[src/rtl/febe_mon_pkg.sv]
package febe_mon_pkg;
  localparam int ADDR_W = 2;
  typedef enum logic [ADDR_W-1:0] {
    REG_STATUS = 2'd0,
    REG_CNT_HI = 2'd1,
    REG_CNT_LO = 2'd2,
    REG_SPARE  = 2'd3
  } reg_sel_e;
endpackage

[src/rtl/febe_event_counter.sv]
module febe_event_counter #(
  parameter int BYTE_W = 8
) (
  input  logic                  clk,
  input  logic                  rst,
  input  logic                  event_i,
  input  logic                  snap_clr_i,
  input  logic                  lo_clr_i,
  output logic [2*BYTE_W-1:0]   count_o,
  output logic [BYTE_W-1:0]     shadow_o
);
  localparam int CNT_W = 2 * BYTE_W;
  localparam logic [CNT_W-1:0] CNT_MAX = {CNT_W{1'b1}};
  localparam logic [CNT_W-1:0] CNT_ONE = {{(CNT_W-1){1'b0}}, 1'b1};

  logic [CNT_W-1:0]  cnt_q;
  logic [BYTE_W-1:0] shadow_q;

  always_ff @(posedge clk) begin
    if (rst) begin
      cnt_q <= '0;
    end else if (snap_clr_i) begin
      cnt_q <= event_i ? CNT_ONE : '0;
    end else if (event_i && (cnt_q != CNT_MAX)) begin
      cnt_q <= cnt_q + CNT_ONE;
    end
  end

  always_ff @(posedge clk) begin
    if (rst) begin
      shadow_q <= '0;
    end else if (snap_clr_i) begin
      shadow_q <= cnt_q[BYTE_W-1:0];
    end else if (lo_clr_i) begin
      shadow_q <= '0;
    end
  end

  assign count_o  = cnt_q;
  assign shadow_o = shadow_q;
endmodule

[src/rtl/febe_irq_status.sv]
module febe_irq_status #(
  parameter int BYTE_W  = 8,
  parameter int EVT_BIT = 4
) (
  input  logic              clk,
  input  logic              rst,
  input  logic              event_i,
  input  logic              rd_clr_i,
  input  logic [BYTE_W-1:0] enable_i,
  output logic [BYTE_W-1:0] status_o,
  output logic              irq_o
);
  logic [BYTE_W-1:0] stat_q;
  logic [BYTE_W-1:0] stat_d;
  logic [BYTE_W-1:0] set_vec;
  logic              irq_q;

  for (genvar b = 0; b < BYTE_W; b++) begin : g_src
    if (b == EVT_BIT) begin : g_live
      assign set_vec[b] = event_i;
    end else begin : g_unused
      assign set_vec[b] = 1'b0;
    end
  end

  always_comb begin
    stat_d = rd_clr_i ? set_vec : (stat_q | set_vec);
  end

  always_ff @(posedge clk) begin
    if (rst) begin
      stat_q <= '0;
      irq_q  <= 1'b0;
    end else begin
      stat_q <= stat_d;
      irq_q  <= |(stat_d & enable_i);
    end
  end

  assign status_o = stat_q;
  assign irq_o    = irq_q;
endmodule

[src/rtl/febe_read_mux.sv]
module febe_read_mux
  import febe_mon_pkg::*;
#(
  parameter int BYTE_W = 8
) (
  input  logic                clk,
  input  logic                rst,
  input  logic                rd_en_i,
  input  logic [ADDR_W-1:0]   rd_addr_i,
  input  logic [BYTE_W-1:0]   status_i,
  input  logic [2*BYTE_W-1:0] count_i,
  input  logic [BYTE_W-1:0]   shadow_i,
  output logic [BYTE_W-1:0]   rd_data_o
);
  logic [BYTE_W-1:0] sel_d;
  logic [BYTE_W-1:0] data_q;

  always_comb begin
    sel_d = '0;
    if (rd_en_i) begin
      unique case (reg_sel_e'(rd_addr_i))
        REG_STATUS: sel_d = status_i;
        REG_CNT_HI: sel_d = count_i[2*BYTE_W-1:BYTE_W];
        REG_CNT_LO: sel_d = shadow_i;
        REG_SPARE:  sel_d = '0;
        default:    sel_d = '0;
      endcase
    end
  end

  always_ff @(posedge clk) begin
    if (rst) data_q <= '0;
    else     data_q <= sel_d;
  end

  assign rd_data_o = data_q;
endmodule

[src/rtl/febe_event_monitor.sv]
module febe_event_monitor
  import febe_mon_pkg::*;
#(
  parameter int BYTE_W  = 8,
  parameter int EVT_BIT = 4
) (
  input  logic              clk,
  input  logic              rst,
  input  logic              frame_strobe_i,
  input  logic              febe_bit_i,
  input  logic [BYTE_W-1:0] irq_enable_i,
  input  logic              rd_en_i,
  input  logic [ADDR_W-1:0] rd_addr_i,
  output logic [BYTE_W-1:0] rd_data_o,
  output logic              irq_o
);
  localparam int CNT_W = 2 * BYTE_W;

  logic              evt_w;
  logic              hi_rd_w;
  logic              lo_rd_w;
  logic              st_rd_w;
  logic [CNT_W-1:0]  count_w;
  logic [BYTE_W-1:0] shadow_w;
  logic [BYTE_W-1:0] status_w;

  assign evt_w   = frame_strobe_i & febe_bit_i;
  assign hi_rd_w = rd_en_i & (rd_addr_i == REG_CNT_HI);
  assign lo_rd_w = rd_en_i & (rd_addr_i == REG_CNT_LO);
  assign st_rd_w = rd_en_i & (rd_addr_i == REG_STATUS);

  febe_event_counter #(.BYTE_W(BYTE_W)) cnt_i (
    .clk        (clk),
    .rst        (rst),
    .event_i    (evt_w),
    .snap_clr_i (hi_rd_w),
    .lo_clr_i   (lo_rd_w),
    .count_o    (count_w),
    .shadow_o   (shadow_w)
  );

  febe_irq_status #(.BYTE_W(BYTE_W), .EVT_BIT(EVT_BIT)) sts_i (
    .clk      (clk),
    .rst      (rst),
    .event_i  (evt_w),
    .rd_clr_i (st_rd_w),
    .enable_i (irq_enable_i),
    .status_o (status_w),
    .irq_o    (irq_o)
  );

  febe_read_mux #(.BYTE_W(BYTE_W)) mux_i (
    .clk       (clk),
    .rst       (rst),
    .rd_en_i   (rd_en_i),
    .rd_addr_i (rd_addr_i),
    .status_i  (status_w),
    .count_i   (count_w),
    .shadow_i  (shadow_w),
    .rd_data_o (rd_data_o)
  );
endmodule

[config.mk]
export PLATFORM = sky130hd
export DESIGN_NAME = febe_event_monitor
export DESIGN_NICKNAME = d
export VERILOG_FILES = /design/src/rtl/febe_mon_pkg.sv /design/src/rtl/febe_event_counter.sv /design/src/rtl/febe_irq_status.sv /design/src/rtl/febe_read_mux.sv /design/src/rtl/febe_event_monitor.sv
export SDC_FILE = /design/constraint.sdc
export NUM_CORES = 1
export LEC_CHECK = 0
export BUFFER_PORTS_ARGS = -buffer_cell sky130_fd_sc_hd__buf_2
export CAP_MARGIN = 40
export CELL_PAD_IN_SITES_DETAIL_PLACEMENT = 1
export CELL_PAD_IN_SITES_GLOBAL_PLACEMENT = 2
export CORE_MARGIN = 8
export CORE_UTILIZATION = 34
export DETAILED_ROUTE_END_ITERATION = 10
export PLACE_DENSITY_LB_ADDON = 0.1
export SYNTH_ARGS = -nofsm -noshare
export SYNTH_HDL_FRONTEND = slang
export SYNTH_SLANG_ARGS = --single-unit
[constraint.sdc]
create_clock -name clk -period 2 [get_ports clk]
set_input_delay 0.3 -clock clk [delete_from_list [all_inputs] [get_ports clk]]
set_output_delay 0.3 -clock clk [all_outputs]
set_load 0.1 [all_outputs]
# Word level (Yosys, flattened, before mapping)
# Index checks and enable logic that the tools add are counted.
# word_totals
out_inout_bits	9
elab_cells	30
register_bits	41
in_bits	15
# classes
bitwise_logic	7
n_eq_ne	4
n_addsub	1
muxes	7
n_reduce_logical	6
# ops
cell	n
$mux W16	2
$pmux W8 S4	1
$mux W8	3
$add A16 B1 Y16 const B	1
$ne A16 B16 Y1 const B	1
$and A8 B8 Y8	1
$or A8 B5 Y8	1
$reduce_or A8 Y1	1
$and A1 B1 Y1	4
$eq A2 B2 Y1 const B	2
$reduce_bool A2 Y1	2
$eq A2 B1 Y1 const B	1
$logic_not A2 Y1	1
$reduce_or A2 Y1	1
$logic_and A1 B1 Y1	1
$mux W1	1
$not A1 Y1	1

# Depth between registers and ports, before layout
# Gate-level depths: netlist of run 1.
# logic_depth
depth_word	5
depth_mapped	6
depth_no_buf	5

# Cells and area by module
# A second synthesis of run 1 with hierarchy kept.
# hier_totals
hier_cells	212
hier_area_um2	2034.5
# by_module_without_submodules
mod	cells_per_inst	area_per_inst_um2	n_inst	seq_area_each_um2
febe_event_counter	137	1198.6	1	480.5
febe_read_mux	46	518.0	1	160.2
febe_irq_status	25	281.5	1	180.2
febe_event_monitor	4	36.3	1	0.0

# Least setup slack after synthesis of run 1
# Ideal clock, no wire load.
# synth_timing
kind	reg2reg
startpoint	reg cnt_i.cnt_q[0] (netlist: cnt_i.count_o[0])
endpoint	reg cnt_i.cnt_q[8] (netlist: cnt_i.count_o[8])
n_path_buf	0
period_less_slack_ns	1.631
path_slack_ns	0.369
setup_ns	0.070
t_arrival_ns	1.561
path_stages_with_launch	6
required_ns	1.930
path_cell_list	dfxtp_1 -> ha_1 -> and4_4 -> and4b_1 -> or4_1 -> a21oi_1
# synth_via
elab_chain_cells	3
elab_cells_between_ends	6
classes_between	add/sub (1); eq/ne (1); mux (2); reduce/logical (2)
# synth_lines
item	line_no	rtl
start, declared	febe_event_counter.sv:16	logic [CNT_W-1:0] cnt_q;
start signal, assigned	febe_event_counter.sv:23	cnt_q <= event_i ? CNT_ONE : '0;
start signal, assigned	febe_event_counter.sv:25	cnt_q <= cnt_q + CNT_ONE;
$add A16 B1 Y16 / $ne A16 B16 Y1 (equally long branches)	febe_event_counter.sv:25, febe_event_counter.sv:24	
$mux W16 / $logic_and A1 B1 Y1 (equally long branches)	febe_event_counter.sv:24	end else if (event_i && (cnt_q != CNT_MAX)) begin
$mux W16 / $reduce_bool A2 Y1 (equally long branches)	-	
# Parallel ways exist; a longest one is shown, timed or not. The select of a mux whose other input is x is not followed.
# A chain may end at the register's enable or synchronous reset.

# Worst setup path after layout of run 1
# layout_timing
startpoint	reg cnt_i.cnt_q[0] (netlist: cnt_i.count_o[0])
endpoint	reg cnt_i.cnt_q[0] (netlist: cnt_i.count_o[0])
# Same word-level chain as after synthesis.

==> impl_metrics.py, run 1 <==
metrics = {
    "status": {
        "status": "finished clean",
    },
    "timing": {
        "rsz0062_at_grt": "false",
        "drv_slew": 0,
        "period_needed_ps": 1790,
        "totalNegativeSetupSlack_ps": 0,
        "max_freq_ghz": 0.559,
        "post-route-period-util_pct": 89.5,
        "skew_ps": 7.03,
        "finalSetupViolations": 0,
        "tightest_slew_ps": 544,
        "holdWs_ps": 256,
        "finalWorstSetupSlack_ps": 211,
        "slew_headroom_pct": 63.4,
        "hold_viol": 0,
    },
    "clocking": {
        "cts_tree": "yes",
        "clock-sinks": 41,
        "clkSlewWorstSetupHoldPaths_ps": 80,
        "cts_setup_buffers": 0,
        "cts_buffers": 5,
        "root_buffer": "clkbuf_8",
        "ctsResizeCount": 0,
        "max-clock-path-buffers": 2,
        "clock_latency_ps": 300,
        "ctsHoldBuffers": 0,
        "htree_levels": 2,
    },
    "global_routing": {
        "grt_max_degree": 15,
        "grtUsageTotal_pct": 13.5,
        "grt_first_pass_wirelength_um": 9180,
        "grt_pass1_vias": 1829,
        "gr-total-overflow": 0,
        "antenna_found_initial": 0,
    },
    "setup_path": {
        "arrival_ps": 2030,
        "crit_type": "reg -> reg",
        "r2r-start": "cnt_i.count_o[0]$_SDFFE_PP0P_",
        "reg2reg_depth": 6,
        "setup.worst_path.end_class": "flip-flop",
        "required_ps": 2240,
        "reg2reg_slack_ps": 210,
        "reg2reg_to": "cnt_i.count_o[0]$_SDFFE_PP0P_",
        "cp_max_fo": 8,
        "setup.worst_path.start": "cnt_i.count_o[0]$_SDFFE_PP0P_",
        "crit_end": "cnt_i.count_o[0]$_SDFFE_PP0P_",
        "critPathLaunchType": "flip-flop",
    },
    "cells_and_area": {
        "syn_to_final_growth_pct": 17.4,
        "drive_gt1_share_pct": 17.8,
        "fin_nets": 268,
        "diodes": 0,
        "fillers": 688,
        "instances_no_fill": 325,
        "fin_util_pct": 41.3,
    },
    "die": {
        "die_y_um": 91.2,
        "io_pins": 24,
        "initial_utilization_pct": 35.2,
        "core_area_mm2": 0.00547,
        "rows": 27,
        "die_w_um": 91.2,
        "die_area_mm2": 0.00832,
    },
    "power_and_ir_drop": {
        "vdd_drop_max_mv": 0.316,
        "power_leakage_uw": 0.000866,
        "power_density_mw_per_mm2": 720,
    },
    "detailed_routing": {
        "ant_nets": 0,
        "dr.pass1.iters": 4,
        "wl_um": 5240,
        "num_vias": 1753,
        "drc": 0,
        "avgRoutedWirePerCell_um": 16.1,
        "drtIter0Drc": 76,
        "via_per_inst": 5.39,
    },
    "synthesis": {
        "postSynth.asyncResetShare_pct": 0,
        "netlist_area_mm2": 0.00192,
        "seq_area_frac_synth_pct": 42.7,
        "synthCells": 226,
        "syn_nets": 242,
        "ys_ff_latch": 41,
        "synth_cell_type_count": 43,
        "yosys_warnings": 0,
        "synth_edf_count": 0,
        "avgSynthCellArea_um2": 8.51,
        "yosys_most_used_dff": "dfxtp_1",
    },
    "place": {
        "place_inst": 317,
        "pre_cts_slack_ps": 231,
        "place.gp.congestion": 0.738,
        "hpwl_um": 3940,
        "port_buffers": 23,
    },
    "worst_hold_path": {
        "hp-class": "in -> reg",
    },
    "flow_run": {
        "drv_cap": 0,
    },
}
==> registers in the layout (all words and copies together), names as in the netlist <==
register,count
cnt_i.count_o,16
sts_i.status_o,8
mux_i.rd_data_o,8
cnt_i.shadow_o,8
sts_i.irq_o,1
==> layout make-up <==
class	instances	area [µm²]	area share (%)
flip-flops and latches	41	821	36.3
repair buffers	32	183	8.09
clock inverters	2	37.5	1.66
well taps	72	90.1	3.99
multi-input cells	168	1030	45.6
clock buffers	6	82.6	3.66
inverters	4	15.0	0.665
==> logic make-up after synthesis <==
group	after synthesis	share of synthesized area, %
AO/OA/AOI/OAI	60	19.5
AND/OR/NAND/NOR	99	29.2
multiplexers	8	4.16
buffers and inverters	17	3.84
flip-flops	41	42.7
adder cells (fa/ha/maj)	1	0.650
==> cells in the final DEF, fill, tap and decap left out, drive strengths merged, types with 3 or more instances in the layout <==
master	n
dfxtp	41
buf	32
nor2	30
a21oi	30
nand2	12
nor2b	10
and2	9
mux2i	8
a2bb2oi	8
or3	8
nand3	6
o31ai	6
clkbuf	6
o21ai	6
or4	5
nand4	5
inv	4
and4	3
==> metal layers <==
layer	GRT usage [%]	share of wire, %	vias up
met4	4.91	1.3	0
met1	17.0	48	858
li1	-	-	871
met3	3.29	3.0	7
met2	21.9	48	17
met5	0	0	-
==> worst min-delay path by stage <==
stage / to / cells past startpoint / startpoint / slack (ps)
after floorplan: sts_i.irq_o$_SDFF_PP0_ / 2 / irq_enable_i[4] / 440
after global placement: sts_i.status_o[0]$_SDFF_PP0_ / 1 / sts_i.status_o[0]$_SDFF_PP0_ / 480
after detailed placement: sts_i.status_o[0]$_SDFF_PP0_ / 1 / sts_i.status_o[0]$_SDFF_PP0_ / 480
after CTS: sts_i.irq_o$_SDFF_PP0_ / 3 / irq_enable_i[4] / 250
after global routing: sts_i.irq_o$_SDFF_PP0_ / 3 / irq_enable_i[4] / 250
final: sts_i.irq_o$_SDFF_PP0_ / 3 / irq_enable_i[4] / 260
==> through the flow <==
step                power [µW]  area (µm²)
detailed placement         947        2140
global placement           947        2140
global route              1700        2260
finish                    1630        2260
floorplan                  911        1920
CTS                       1650        2260
==> cell usage after synthesis (2+ instances only) <==
cell / instances / area share [%]
a21oi_1: 30 / 7.8
a22oi_1: 2 / 0.78
a2bb2oi_1: 8 / 3.6
and2_1: 8 / 2.6
and4_4: 2 / 1.2
buf_1: 3 / 0.59
buf_2: 2 / 0.52
clkbuf_1: 7 / 1.4
dfxtp_1: 41 / 43
inv_1: 4 / 0.78
mux2i_1: 8 / 4.2
nand2_1: 12 / 2.3
nand3_1: 6 / 1.6
nand4_1: 3 / 0.98
nor2_1: 30 / 5.9
nor2b_1: 10 / 3.3
nor3b_1: 2 / 0.78
o211ai_1: 2 / 0.78
o21ai_0: 5 / 1.3
o31ai_1: 6 / 2.3
o41ai_1: 2 / 0.91
or3_1: 8 / 2.6
or4_1: 5 / 2.0
==> worst max-delay path, stage by stage (launching register included) <==
cell and delay (ps):
dfxtp_1 360, ha_1 250, and4_4 220, and4b_1 250, buf_4 180, or4_1 390, nand3_1 90
==> power breakdown <==
group          internal [µW]  switching (µW)
clock network            406             293
registers                821            4.44
logic                   35.5            66.0
total                   1260             363
No activity file was read; power rests on OpenSTA's default activity.
==> run 2, diff against run 1 <==
- BUFFER_PORTS_ARGS: -buffer_cell sky130_fd_sc_hd__buf_2 -> default
- CORE_UTILIZATION: 34 -> 37
- DONT_BUFFER_PORTS: default -> 1
==> run 2 against run 1 <==
Compared with the run above: sequential power hardly changed; critical endpoint is now cnt_i.count_o[8]$_SDFFE_PP0P_; clock skew about the same; die area decreased by 6.7%; utilization increased by 1.1 points; critical path depth down 1; first-iteration DRC count grew 9.2%; clock power increased by 0.6%; global-route usage grew 1.2 points; non-clock buffer count decreased by 22; worst setup slack worse by 57 ps; via count fell by 3.6%; cell area is 4.8% lower.
==> impl_metrics.py, run 2 (synthesized netlist as in run 1, its figures left out) <==
metrics = {
    "status": {
        "status": "finished clean",
    },
    "detailed_routing": {
        "drc": 0,
        "ant_nets": 0,
        "avgRoutedWirePerCell_um": 17.7,
        "dr.pass1.iters": 4,
        "wl_um": 5330,
        "via_per_inst": 5.61,
        "num_vias": 1690,
        "drtIter0Drc": 83,
    },
    "cells_and_area": {
        "diodes": 0,
        "layout_commonest_cell": "dfxtp_1",
        "regArea_um2": 821,
        "multiInputGateArea_mm2": 0.00103,
        "largest_reg_flops": 16,
        "fin_util_pct": 42.4,
        "drive_gt1_share_pct": 10.4,
        "syn_to_final_growth_pct": 11.7,
        "fin_nets": 246,
        "fillers": 620,
        "final_cell_mix": "41 x dfxtp_1, 30 x nor2_1, 30 x a21oi_1, 12 x nand2_1",
    },
    "clocking": {
        "cts_tree": "yes",
        "root_buffer": "clkbuf_8",
        "clkSlewWorstSetupHoldPaths_ps": 80,
        "cts_setup_buffers": 0,
        "cts_buffers": 5,
        "htree_levels": 2,
        "clock_latency_ps": 300,
        "ctsResizeCount": 0,
        "ctsHoldBuffers": 0,
        "max-clock-path-buffers": 2,
        "clock-sinks": 41,
    },
    "global_routing": {
        "grt_first_pass_wirelength_um": 8950,
        "grtUsageTotal_pct": 14.8,
        "grt_max_degree": 22,
        "grt_pass1_vias": 1769,
        "gr-total-overflow": 0,
        "antenna_found_initial": 0,
    },
    "die": {
        "rows": 26,
        "initial_utilization_pct": 37.9,
        "die_y_um": 88.1,
        "die_area_mm2": 0.00776,
        "core_area_mm2": 0.00507,
        "io_pins": 24,
        "die_w_um": 88.1,
    },
    "timing": {
        "max_freq_ghz": 0.541,
        "holdWs_ps": 65.4,
        "rsz0062_at_grt": "false",
        "hold_viol": 0,
        "slew_headroom_pct": 59.8,
        "skew_ps": 6.78,
        "drv_slew": 0,
        "finalSetupViolations": 0,
        "totalNegativeSetupSlack_ps": 0,
        "post-route-period-util_pct": 92.3,
        "period_needed_ps": 1850,
        "tightest_slew_ps": 598,
    },
    "setup_path": {
        "slowest_stage": "or4_1",
        "cp_num_buf_inv": 0,
        "critPathMaxStageDelay_ps": 500,
        "setup.worst_path.end_class": "flip-flop",
        "cp_max_fo": 13,
        "required_ps": 2220,
        "crit_type": "reg -> reg",
        "critPathLaunchType": "flip-flop",
        "path_delay_family": "simple AND/OR/NAND/NOR gates",
        "crit_path_cell_trace": "ha_1 -> and4_4 -> and4b_2 -> or4_1 -> a21oi_1",
        "arrival_ps": 2070,
    },
    "place": {
        "place.gp.congestion": 0.792,
        "port_buffers": 0,
        "hpwl_um": 3980,
    },
    "power_and_ir_drop": {
        "power_leakage_uw": 0.000768,
        "power_density_mw_per_mm2": 740,
        "vdd_drop_max_mv": 0.350,
    },
    "worst_hold_path": {
        "hp-class": "in -> reg",
    },
    "flow_run": {
        "drv_cap": 0,
    },
}
==> run 2: path summary, 6_finish.rpt <==
path	startpoint	end	slack [ps]	cells after the start
setup / recovery	cnt_i.count_o[0]$_SDFFE_PP0P_	cnt_i.count_o[8]$_SDFFE_PP0P_	150	5
hold / removal	rst	cnt_i.shadow_o[2]$_SDFFE_PP0P_	70	1
setup reg to reg	cnt_i.count_o[0]$_SDFFE_PP0P_	cnt_i.count_o[8]$_SDFFE_PP0P_	150	5
hold reg to reg	sts_i.status_o[3]$_SDFF_PP0_	sts_i.status_o[3]$_SDFF_PP0_	500	1
==> run 2: metrics by stage <==
step / cells / power (µW) / setup WS [ps] / instance area [µm²]
4_1_cts: 301 / 1610 / 101 / 2150
6_report: 301 / 1590 / 153 / 2150
3_5_place_dp: 293 / 908 / 132 / 2030
5_1_grt: 301 / 1650 / 34.6 / 2150
3_3_place_gp: 293 / 905 / 230 / 2030
2_1_floorplan: 226 / 911 / 369 / 1920
==> run 2: layer usage <==
metal	part of all wire, %	vias up	track usage (%)
met4	1.0	0	4.15
met1	45	831	18.3
met3	4.9	5	3.28
li1	-	829	-
met5	0	-	0
met2	49	25	24.9
==> run 2: layout make-up <==
| cell class | count | share of cell area, % |
|---|---|---|
| clock buffers | 6 | 3.84 |
| clock inverters | 2 | 1.75 |
| inverters | 4 | 0.698 |
| multi-input cells | 168 | 48.0 |
| flip-flops and latches | 41 | 38.2 |
| well taps | 70 | 4.07 |
| repair buffers | 10 | 3.49 |
==> run 2: where the power goes <==
part / switching, µW / leakage (µW) / total (µW) / internal (µW)
combinational: 40.9 / 0.000380 / 62.6 / 21.7
clock: 297 / 0.0000574 / 703 / 406
sequential: 4.49 / 0.000331 / 825 / 821
total: 343 / 0.000768 / 1590 / 1250
